### config.mk
export PLATFORM = sky130hd
export DESIGN_NAME = muldiv_unit
export DESIGN_NICKNAME = d
export VERILOG_FILES = /design/src/rtl/muldiv_pkg.sv /design/src/rtl/md_mul_engine.sv /design/src/rtl/md_div_engine.sv /design/src/rtl/md_regs.sv /design/src/rtl/muldiv_unit.sv
export SDC_FILE = /design/constraint.sdc
export NUM_CORES = 1
export LEC_CHECK = 0
export BUFFER_PORTS_ARGS = -buffer_cell sky130_fd_sc_hd__buf_2
export CAP_MARGIN = 20
export CORE_ASPECT_RATIO = 0.6
export CORE_MARGIN = 10
export CORE_UTILIZATION = 52
export DETAILED_ROUTE_END_ITERATION = 12
export PLACE_DENSITY = 0.69
export SLEW_MARGIN = 15
export SYNTH_ARGS = -nofsm -noshare
export SYNTH_HDL_FRONTEND = slang
export SYNTH_SLANG_ARGS = --single-unit
export TNS_END_PERCENT = 10
### constraint.sdc
create_clock -name clk -period 12.8 [get_ports clk]
set_input_delay 1.92 -clock clk [delete_from_list [all_inputs] [get_ports clk]]
set_output_delay 1.92 -clock clk [all_outputs]
set_load 0.01 [all_outputs]
### src/rtl/muldiv_pkg.sv
package muldiv_pkg;

    typedef enum logic [1:0] {
        OP_SMUL = 2'd0,
        OP_UMUL = 2'd1,
        OP_SDIV = 2'd2,
        OP_UDIV = 2'd3
    } md_op_e;

    typedef enum logic [1:0] {
        ST_IDLE  = 2'd0,
        ST_SETUP = 2'd1,
        ST_ITER  = 2'd2,
        ST_FIX   = 2'd3
    } md_state_e;

    typedef enum logic [1:0] {
        RA_LO   = 2'd0,
        RA_HI   = 2'd1,
        RA_CTL  = 2'd2,
        RA_NONE = 2'd3
    } md_addr_e;

    localparam int CTL_BUSY  = 0;
    localparam int CTL_INUSE = 1;
    localparam int CTL_OVF   = 2;

    function automatic logic op_is_div(md_op_e op);
        return op[1];
    endfunction

    function automatic logic op_is_signed(md_op_e op);
        return ~op[0];
    endfunction

endpackage

### src/rtl/md_mul_engine.sv
module md_mul_engine #(
    parameter int W = 16
) (
    input  logic           clk,
    input  logic           rst,
    input  logic           load,
    input  logic           step,
    input  logic           is_signed,
    input  logic [W-1:0]   mcand,
    input  logic [W-1:0]   mplier,
    output logic [2*W-1:0] prod_next
);
    localparam int AW = W + 2;

    logic signed [AW-1:0] acc, mc, sum, acc_n;
    logic [W-1:0]         q, q_n, hi_fix;
    logic                 qm1, corr;

    // One Booth step: add or subtract the factor, then arithmetic shift right.
    always_comb begin
        unique case ({q[0], qm1})
            2'b01:   sum = acc + mc;
            2'b10:   sum = acc - mc;
            default: sum = acc;
        endcase
        acc_n  = {sum[AW-1], sum[AW-1:1]};
        q_n    = {sum[0], q[W-1:1]};
        // Unsigned second factor with top bit set was taken as negative: add it back.
        hi_fix = acc_n[W-1:0] + (corr ? mc[W-1:0] : '0);
        prod_next = {hi_fix, q_n};
    end

    always_ff @(posedge clk) begin
        if (rst) begin
            acc  <= '0;
            mc   <= '0;
            q    <= '0;
            qm1  <= 1'b0;
            corr <= 1'b0;
        end else if (load) begin
            acc  <= '0;
            mc   <= {{2{is_signed & mcand[W-1]}}, mcand};
            q    <= mplier;
            qm1  <= 1'b0;
            corr <= ~is_signed & mplier[W-1];
        end else if (step) begin
            acc  <= acc_n;
            q    <= q_n;
            qm1  <= q[0];
        end
    end

endmodule

### src/rtl/md_div_engine.sv
module md_div_engine #(
    parameter int W = 16
) (
    input  logic           clk,
    input  logic           rst,
    input  logic           load,
    input  logic           step,
    input  logic           is_signed,
    input  logic [2*W-1:0] dividend,
    input  logic [W-1:0]   divisor,
    output logic [W-1:0]   quo,
    output logic [W-1:0]   rem_out,
    output logic           ovf
);
    localparam logic [W-1:0] NEG_LIM = {1'b1, {(W-1){1'b0}}};

    logic [W:0]     r, sh, diff;
    logic [W-1:0]   qq, dv, mag_dv;
    logic [2*W-1:0] mag_dd;
    logic           neg_q, neg_r, sgn, early_ovf;
    logic           dd_neg, dv_neg, fits, range_bad;

    always_comb begin
        dd_neg = is_signed & dividend[2*W-1];
        dv_neg = is_signed & divisor[W-1];
        mag_dd = dd_neg ? -dividend : dividend;
        mag_dv = dv_neg ? -divisor : divisor;
    end

    // Restoring step: shift one dividend bit in, subtract if it fits.
    always_comb begin
        sh   = {r[W-1:0], qq[W-1]};
        fits = (sh >= {1'b0, dv});
        diff = sh - {1'b0, dv};
    end

    always_ff @(posedge clk) begin
        if (rst) begin
            r         <= '0;
            qq        <= '0;
            dv        <= '0;
            neg_q     <= 1'b0;
            neg_r     <= 1'b0;
            sgn       <= 1'b0;
            early_ovf <= 1'b0;
        end else if (load) begin
            r         <= {1'b0, mag_dd[2*W-1:W]};
            qq        <= mag_dd[W-1:0];
            dv        <= mag_dv;
            neg_q     <= dd_neg ^ dv_neg;
            neg_r     <= dd_neg;
            sgn       <= is_signed;
            early_ovf <= (mag_dv == '0) || (mag_dd[2*W-1:W] >= mag_dv);
        end else if (step) begin
            r  <= fits ? diff : sh;
            qq <= {qq[W-2:0], fits};
        end
    end

    always_comb begin
        quo       = neg_q ? -qq : qq;
        rem_out   = neg_r ? -r[W-1:0] : r[W-1:0];
        range_bad = sgn && (neg_q ? (qq > NEG_LIM) : qq[W-1]);
        ovf       = early_ovf | range_bad;
    end

endmodule

### src/rtl/md_regs.sv
module md_regs
    import muldiv_pkg::*;
#(
    parameter int W = 16
) (
    input  logic           clk,
    input  logic           rst,
    input  logic [1:0]     addr,
    input  logic           wr,
    input  logic           rd,
    input  logic [W-1:0]   wdata,
    input  logic           busy,
    input  logic           start_acc,
    input  logic           wb_en,
    input  logic [2*W-1:0] wb_data,
    input  logic           ovf_set,
    output logic [2*W-1:0] md,
    output logic           inuse,
    output logic           ovf,
    output logic [W-1:0]   rdata
);
    md_addr_e a_sel;
    logic     wr_ok, iu_set, iu_clr;

    always_comb begin
        a_sel  = md_addr_e'(addr);
        wr_ok  = wr & ~busy & ~start_acc;
        iu_set = start_acc | (wr_ok & ((a_sel == RA_LO) | (a_sel == RA_HI)));
        iu_clr = rd & (a_sel == RA_LO);
    end

    always_comb begin
        rdata = '0;
        unique case (a_sel)
            RA_LO:  rdata = md[W-1:0];
            RA_HI:  rdata = md[2*W-1:W];
            RA_CTL: begin
                rdata[CTL_BUSY]  = busy;
                rdata[CTL_INUSE] = inuse;
                rdata[CTL_OVF]   = ovf;
            end
            default: rdata = '0;
        endcase
    end

    always_ff @(posedge clk) begin
        if (rst) begin
            md    <= '0;
            inuse <= 1'b0;
            ovf   <= 1'b0;
        end else begin
            if (wb_en)
                md <= wb_data;
            else if (wr_ok && a_sel == RA_LO)
                md[W-1:0] <= wdata;
            else if (wr_ok && a_sel == RA_HI)
                md[2*W-1:W] <= wdata;

            if (iu_set)
                inuse <= 1'b1;
            else if (iu_clr)
                inuse <= 1'b0;

            if (ovf_set)
                ovf <= 1'b1;
            else if (wr_ok && a_sel == RA_CTL && wdata[CTL_OVF])
                ovf <= 1'b0;
        end
    end

endmodule

### src/rtl/muldiv_unit.sv
module muldiv_unit
    import muldiv_pkg::*;
#(
    parameter int W = 16
) (
    input  logic         clk,
    input  logic         rst,
    input  logic [1:0]   bus_addr,
    input  logic         bus_wr,
    input  logic         bus_rd,
    input  logic [W-1:0] bus_wdata,
    output logic [W-1:0] bus_rdata,
    input  logic         start,
    input  logic [1:0]   op_sel,
    input  logic [W-1:0] opnd,
    output logic         busy,
    output logic         done
);
    localparam int CW = $clog2(W);
    localparam logic [CW-1:0] LAST_STEP = CW'(W - 1);

    md_state_e       state;
    md_op_e          op_q;
    logic [W-1:0]    opnd_q;
    logic [CW-1:0]   cnt;
    logic            start_acc, last, is_div, is_sgn;
    logic            mul_load, mul_step, div_load, div_step;
    logic            mul_wb, div_wb, ovf_set, wb_en;
    logic [2*W-1:0]  md, prod_next, wb_data;
    logic [W-1:0]    quo, rem_v;
    logic            div_ovf, inuse, ovf_flag, done_q;

    always_comb begin
        start_acc = start && (state == ST_IDLE);
        last      = (cnt == LAST_STEP);
        is_div    = op_is_div(op_q);
        is_sgn    = op_is_signed(op_q);
        mul_load  = (state == ST_SETUP) && !is_div;
        div_load  = (state == ST_SETUP) && is_div;
        mul_step  = (state == ST_ITER) && !is_div;
        div_step  = (state == ST_ITER) && is_div;
        mul_wb    = mul_step && last;
        div_wb    = (state == ST_FIX) && !div_ovf;
        ovf_set   = (state == ST_FIX) && div_ovf;
        wb_en     = mul_wb | div_wb;
        wb_data   = mul_wb ? prod_next : {rem_v, quo};
    end

    always_ff @(posedge clk) begin
        if (rst) begin
            state  <= ST_IDLE;
            op_q   <= OP_SMUL;
            opnd_q <= '0;
            cnt    <= '0;
            done_q <= 1'b0;
        end else begin
            done_q <= mul_wb | (state == ST_FIX);
            unique case (state)
                ST_IDLE: if (start_acc) begin
                    op_q   <= md_op_e'(op_sel);
                    opnd_q <= opnd;
                    state  <= ST_SETUP;
                end
                ST_SETUP: begin
                    cnt   <= '0;
                    state <= ST_ITER;
                end
                ST_ITER: begin
                    cnt <= cnt + 1'b1;
                    if (last)
                        state <= is_div ? ST_FIX : ST_IDLE;
                end
                ST_FIX: state <= ST_IDLE;
                default: state <= ST_IDLE;
            endcase
        end
    end

    assign busy = (state != ST_IDLE);
    assign done = done_q;

    md_mul_engine #(.W(W)) u_mul (
        .clk       (clk),
        .rst       (rst),
        .load      (mul_load),
        .step      (mul_step),
        .is_signed (is_sgn),
        .mcand     (md[W-1:0]),
        .mplier    (opnd_q),
        .prod_next (prod_next)
    );

    md_div_engine #(.W(W)) u_div (
        .clk       (clk),
        .rst       (rst),
        .load      (div_load),
        .step      (div_step),
        .is_signed (is_sgn),
        .dividend  (md),
        .divisor   (opnd_q),
        .quo       (quo),
        .rem_out   (rem_v),
        .ovf       (div_ovf)
    );

    md_regs #(.W(W)) u_regs (
        .clk       (clk),
        .rst       (rst),
        .addr      (bus_addr),
        .wr        (bus_wr),
        .rd        (bus_rd),
        .wdata     (bus_wdata),
        .busy      (busy),
        .start_acc (start_acc),
        .wb_en     (wb_en),
        .wb_data   (wb_data),
        .ovf_set   (ovf_set),
        .md        (md),
        .inuse     (inuse),
        .ovf       (ovf_flag),
        .rdata     (bus_rdata)
    );

endmodule

## After elaboration in Yosys (flattened, before gate mapping)

Cells that the tools add are included.

| operators by class | value |
|---|---|
| eq/ne operators | 11 |
| bitwise logic cells | 17 |
| add/subtract/negate cells | 9 |
| multiplexer cells | 30 |
| reductions and logical operators | 31 |
| $lt $le $gt $ge | 3 |

Operator list:

| operator | count |
|---|---|
| $mux 16 | 14 |
| $mux 32 | 3 |
| $neg 16->16 | 3 |
| $pmux 18 s2 | 1 |
| $neg 32->32 | 1 |
| $pmux 13 s2 | 1 |
| $add 17x17->18 | 1 |
| $sub 17x17->18 | 1 |
| $ge 17x16->1 | 1 |
| $add 16x16->16 | 1 |
| $ge 16x16->1 | 1 |
| $gt 16x16->1 const B | 1 |
| $logic_not 16->1 | 1 |
| $reduce_bool 2->1 | 8 |
| $sub 16x16->16 | 1 |
| $logic_and 1x1->1 | 13 |
| $pmux 3 s3 | 1 |
| $and 1x1->1 | 8 |
| $eq 2x2->1 const B | 4 |
| $pmux 2 s4 | 1 |
| $pmux 4 s2 | 1 |
| $eq 2x1->1 const B | 3 |
| $mux 2 | 3 |
| $reduce_and 2->1 | 3 |
| 12 further kinds | 25 |

| storage, ports and cells | value |
|---|---|
| input port bits | 41 |
| output and inout bits | 18 |
| register bits | 163 |

## Longest topological paths before layout

| depth | value |
|---|---|
| depth in word-level cells | 9 |
| depth in mapped cells | 23 |

## Cells and area by module

A second synthesis with hierarchy kept.

| second synthesis, totals | value |
|---|---|
| cells, all modules | 1,586 |
| area total of the unflattened synthesis | 13,030.0 µm² |

Modules (own cells, without submodules):

| module | area each (µm²) | sequential area each (µm²) | cells each | instances |
|---|---|---|---|---|
| md_div_engine | 5,191.2 | 1,041.0 | 684 | 1 |
| md_mul_engine | 4,155.2 | 1,041.0 | 514 | 1 |
| md_regs | 2,060.7 | 680.7 | 219 | 1 |
| muldiv_unit | 1,622.8 | 500.5 | 169 | 1 |

## Least setup slack after synthesis

Ideal clock, no wire load.

| timing path | value |
|---|---|
| kind | input to output |
| from | input bus_addr[0] |
| to | output bus_rdata[10] |
| path slack | 8,052 ps |
| path buffers | 2 |
| required time | 10,880 ps |
| cell stages on the path | 4 |
| arrival | 2,828 ps |
| path through | buf_2 buf_1 mux2i_1 nor2_1 |

| on the way | value |
|---|---|
| word-level cells in the longest chain between the ends | 2 |
| elaborated cells on any way between the ends | 3 |
| those cells by class | eq/ne (1); mux (1); reduce/logical (1) |

Ends and longest elaborated chain:

| item | RTL line | source |
|---|---|---|
| from (decl) | muldiv_unit.sv:8 | `input logic [1:0] bus_addr,` |
| $eq 2x1->1 / $logic_not 2->1 (equally long branches) | md_regs.sv:34 | `unique case (a_sel)` |
| $pmux 13 s2 * | md_regs.sv:34 |  |
| to (decl) | muldiv_unit.sv:12 | `output logic [W-1:0] bus_rdata,` |

Mark *: on every way between the ends. The rest lies on a longest branch, timed or not.

## Worst setup path after layout

| timing path | value |
|---|---|
| from | register u_mul.mc[3] |
| to | register u_regs.md[31] |

| on the way | value |
|---|---|
| word-level cells in the longest chain between the ends | 5 |
| elaborated cells on any way between the ends | 7 |
| those cells by class | add/sub (3); mux (4) |

Ends and longest elaborated chain:

| item | RTL line | source |
|---|---|---|
| from (decl) | md_mul_engine.sv:15 | `logic signed [AW-1:0] acc, mc, sum, acc_n;` |
| from (signal assigned) | md_mul_engine.sv:42 | `mc <= {{2{is_signed & mcand[W-1]}}, mcand};` |
| $sub 17x17->18 / $add 17x17->18 (equally long branches) | md_mul_engine.sv:23, md_mul_engine.sv:22 |  |
| $pmux 18 s2 * | md_mul_engine.sv:21 | `unique case ({q[0], qm1})` |
| named net u_mul.sum[13] | md_mul_engine.sv:15 |  |
| $add 16x16->16 * | md_mul_engine.sv:29 | `hi_fix = acc_n[W-1:0] + (corr ? mc[W-1:0] : '0);` |
| $mux 32 * | muldiv_unit.sv:46 | `wb_data = mul_wb ? prod_next : {rem_v, quo};` |
| $mux 32 * | md_regs.sv:52 | `if (wb_en)` |
| to (signal assigned) | md_regs.sv:53 | `md <= wb_data;` |
| to (signal, indexed assignment) | md_regs.sv:55 | `md[W-1:0] <= wdata;` |
| to (signal, indexed assignment) | md_regs.sv:57 | `md[2*W-1:W] <= wdata;` |
| to (decl) | md_regs.sv:17 | `output logic [2*W-1:0] md,` |

Mark *: on every way through the listed nets, which the timed path passes. The rest lies on a longest branch.
A chain may end at the register's enable or synchronous reset.

==> Flow_metrics.wiki <==
{| class="wikitable"
! Metric !! Value
|-
| Highest-count cells in the layout ignoring fill and taps || sky130_fd_sc_hd__nor2_1, sky130_fd_sc_hd__nand2_1, sky130_fd_sc_hd__dfxtp_1
|-
| CTS tree || yes
|-
| Maximum clock skew at final layout || ~0.012 ns
|-
| Syn Std Cell Area || between 10000 and 15000 µm²
|-
| Ratio of cells with drive above 1 in the final layout || 0.0827
|-
| Data required, critical path || between 10 and 15 ns
|-
| CP Cell Sequence || or4_4 > or3_4 > nor3_1 > nor2_1 > xnor2_1 > ha_1 > or3_1 > nor3_1 > o31ai_1 > xnor2_1 > o21ai_0 > ha_1 > nand3_1 > nand2_1 > a41oi_1 > a21oi_1 > xor2_1 > xnor2_1 > a21oi_1
|-
| Endpoint kind of the worst setup timing path || flop
|-
| Critical path start-end classification || flop to flop
|-
| Number of nets in the final layout || 1739
|-
| Count of routing violations after the opening detailed-route iteration || 1592
|-
| Maximum single-stage delay on the critical path || 0.68 ns
|-
| Number of warning messages in the yosys log || 0
|-
| Height of the die || ~140 µm
|-
| Number of iterations in the first detailed-routing pass || 5
|-
| Final standard cell utilization of the core || 0.570
|-
| Wire length after detailed routing || roughly 40000 µm
|-
| Largest net degree at the start of global routing || 76
|-
| Detailed-route wire length per cell || 20.6 µm
|-
| Global-route wire length before repair || roughly 62000 µm
|-
| Synth Instances || approximately 1.6k
|-
| Final routed DRC violation total || 0
|-
| Clk root buf || sky130_fd_sc_hd__clkbuf_16
|-
| Startpoint kind of the worst setup timing path || flop
|-
| Total GRT Usage || 0.267
|-
| Area delta synth->final || 8.39%
|-
| Post-CTS Hold Fix Bufs || 0
|-
| Post-cts gate resize count || 0
|-
| Switching share of power || 0.478
|-
| Number of buffers created by CTS || 17
|-
| Worst R2R Start || u_mul.mc[3]
|-
| Number of antenna violations at the first check in global routing || 1
|-
| Top cell family by delay on the critical path || simple AND/OR/NAND/NOR gates
|-
| Non-Filler Cell Area, Final || about 13000 µm²
|-
| Hold EP || u_mul.acc[0]
|-
| Worst hold start || u_mul.acc[0]
|-
| Maximum operating frequency || between 150 and 200 MHz
|-
| Top fanout value on the critical path || 7
|-
| Clock network latency to the later pin of the worst-skew pair || about 0.46 ns
|-
| Total power || between 3 and 4 mW
|-
| HP Class || flop to flop
|-
| Post-Place Setup Slack || 7.65 ns
|-
| Syn_nets || between 1.5k and 2k
|-
| Non-filler instance count after layout || between 1.5k and 2k
|-
| Clock network power share || 0.177
|-
| Post-Route Hold Slack || approximately 0.46 ns
|-
| Placed Instances || 1915
|-
| Number of nets with antenna violations after routing || 0
|-
| FF-to-FF setup slack || ~7.4 ns
|-
| Status || finished, final reports clean
|-
| Placed cell area || around 12000 µm²
|-
| Buffer depth of the longest clock path || 2
|-
| Part of the total power dissipated in sequential elements || 0.245
|-
| Leading cell type in the layout, fill and taps excluded || sky130_fd_sc_hd__nor2_1
|-
| Fraction of the yosys area taken by sequential cells || 0.271
|-
| Count of cells along the worst hold path || 2
|-
| HPWL Detailed || 30100 µm
|-
| Detailed-route vias per instance || 6.14
|-
| Relative slew slack || 0.339
|-
| Master of the slowest instance on the critical path || sky130_fd_sc_hd__nor3_1
|-
| Worst Path Buf+Inv || 0
|-
| Initial Util || 0.526
|-
| RSZ-0062 raised after global routing || no
|-
| Unique cell type count in the Yosys netlist || between 70 and 80
|-
| Count of buffers from port buffering || between 50 and 60
|-
| Data arrival time of the critical path || around 5.7 ns
|-
| Detailed-route via count || 12.0k
|-
| Lkg Pwr || between 5 and 6 nW
|-
| Power density over the cells || ~230 nW/µm²
|-
| Dominant synthesized flop cell || sky130_fd_sc_hd__dfxtp_1
|-
| Deepest level of the CTS H-tree || 4
|-
| Clock sink total || 163
|-
| Final Critical Period || around 5.4 ns
|-
| Worst Max-Slew Pin Slew || 0.992 ns
|-
| FF-to-FF path depth || 19
|-
| Max-capacitance violation count || 0
|-
| Seq cells post-synth || around 160
|-
| Net switching power || approximately 1.4 mW
|-
| Fin crit share || 0.422
|-
| Die Footprint || about 30000 µm²
|-
| Final count of hold timing violations || 0
|-
| Worst-case vdd ir drop || 0.183 mV
|-
| Final total negative setup slack || 0 ns
|-
| Number of max-slew violations in the final report || 0
|-
| Num rows || 43
|-
| I/O pin cnt || between 50 and 60
|-
| Endpoint of the lowest-slack register-to-register path || u_regs.md[31]
|-
| Final weighted congestion of routability-driven global placement || 0.985
|-
| Number of setup violations in the final report || 0
|-
| Via count of the first global-routing pass || 10.9k
|-
| Final global-route overflow total || 0
|-
| Number of setup buffers added after CTS || 0
|-
| Total internal power || approximately 1.6 mW
|-
| Combinational share of power || 0.578
|-
| Clock transition at path regs || approximately 0.070 ns
|-
| Final critical-path setup slack || approximately 7.4 ns
|-
| Die width || 217 µm
|-
| Number of synthesized flops with an enable pin || 0
|-
| Cell seen most often among critical-path stages || sky130_fd_sc_hd__xnor2_1
|-
| Core Footprint || about 23000 µm²
|-
| Async SR Flop Fraction || 0
|-
| Avg Inst Size Synth || approximately 7.4 µm²
|}
[tightest hold or removal path, stage by stage, from the launching register on]
cell and delay, ns:
sky130_fd_sc_hd__dfxtp_1 0.31, sky130_fd_sc_hd__nand2_1 0.05, sky130_fd_sc_hd__a21oi_1 0.05
[area by class of cell]
class | count | area (µm²)
diodes | 1 | 2.50
clock buffers | 20 | 447
clock inverters | 12 | 148
fillers | 2185 | 9860
inverters | 50 | 188
multi-input cells | 1315 | 8210
flip-flops and latches | 163 | 3260
well taps | 315 | 394
repair buffers | 73 | 409
[cells in the mapped netlist (23+ instances only)]
master                     instances  area, µm²
sky130_fd_sc_hd__nor2_1          221        830
sky130_fd_sc_hd__nand2_1         210        788
sky130_fd_sc_hd__dfxtp_1         163       3260
sky130_fd_sc_hd__a21oi_1         142        711
sky130_fd_sc_hd__xnor2_1          84        736
sky130_fd_sc_hd__clkbuf_1         82        308
sky130_fd_sc_hd__ha_1             75        938
sky130_fd_sc_hd__o21ai_0          67        335
sky130_fd_sc_hd__a211oi_1         61        458
sky130_fd_sc_hd__nor3_1           60        300
sky130_fd_sc_hd__inv_1            50        188
sky130_fd_sc_hd__mux2i_1          45        450
sky130_fd_sc_hd__xor2_1           36        315
sky130_fd_sc_hd__nor2b_1          28        175
sky130_fd_sc_hd__nand2b_1         23        144
[state kept, by name (all words and copies together), names as in the netlist, 2 cells and up]
register   cells
cnt            4
op_q           2
u_div.qq      16
opnd_q        16
u_mul.acc     17
u_mul.q       16
u_div.r       16
u_regs.md     32
state          2
u_mul.mc      17
u_div.dv      16
[power groups by stage]
stage,registers (mW),clock network (mW),logic (mW)
finish,0.741,0.534,1.74
global route,0.748,0.558,1.93
detailed placement,0.742,0,1.69
floorplan,0.677,0,1.34
CTS,0.732,0.537,1.70
global placement,0.740,0,1.66
[layer usage]
layer  wire length (µm)  GRT usage  share of wire  vias up
li1                   -          -              -     5713
met1              18800      0.387           0.47     5611
met2              15500      0.365           0.39      591
met3               5140     0.0865           0.13       49
met4                638     0.0761          0.016        2
met5                 39     0.0116        0.00097        -
[worst max-delay path by stage]
stage,from,end,slack [ns],depth (start not counted)
floorplan,bus_addr[0],bus_rdata[10],8.05,4
global placement,bus_addr[0],bus_rdata[2],7.79,5
detailed placement,u_mul.mc[3],u_regs.md[31],7.65,19
CTS,u_mul.mc[3],u_regs.md[31],7.63,19
global route,u_mul.q[0],u_regs.md[29],7.08,20
finish,u_mul.mc[3],u_regs.md[31],7.40,19
[cells by family after synthesis]
logic type / after synthesis / share of synthesized area
fa+ha+maj: 78 / 0.0829
simple gates: 644 / 0.244
xor+xnor: 120 / 0.0872
mux: 50 / 0.0421
flops: 163 / 0.271
compound gates: 423 / 0.224
buf+inv: 150 / 0.0483
Note: power is estimated with default switching activity, not from simulation.
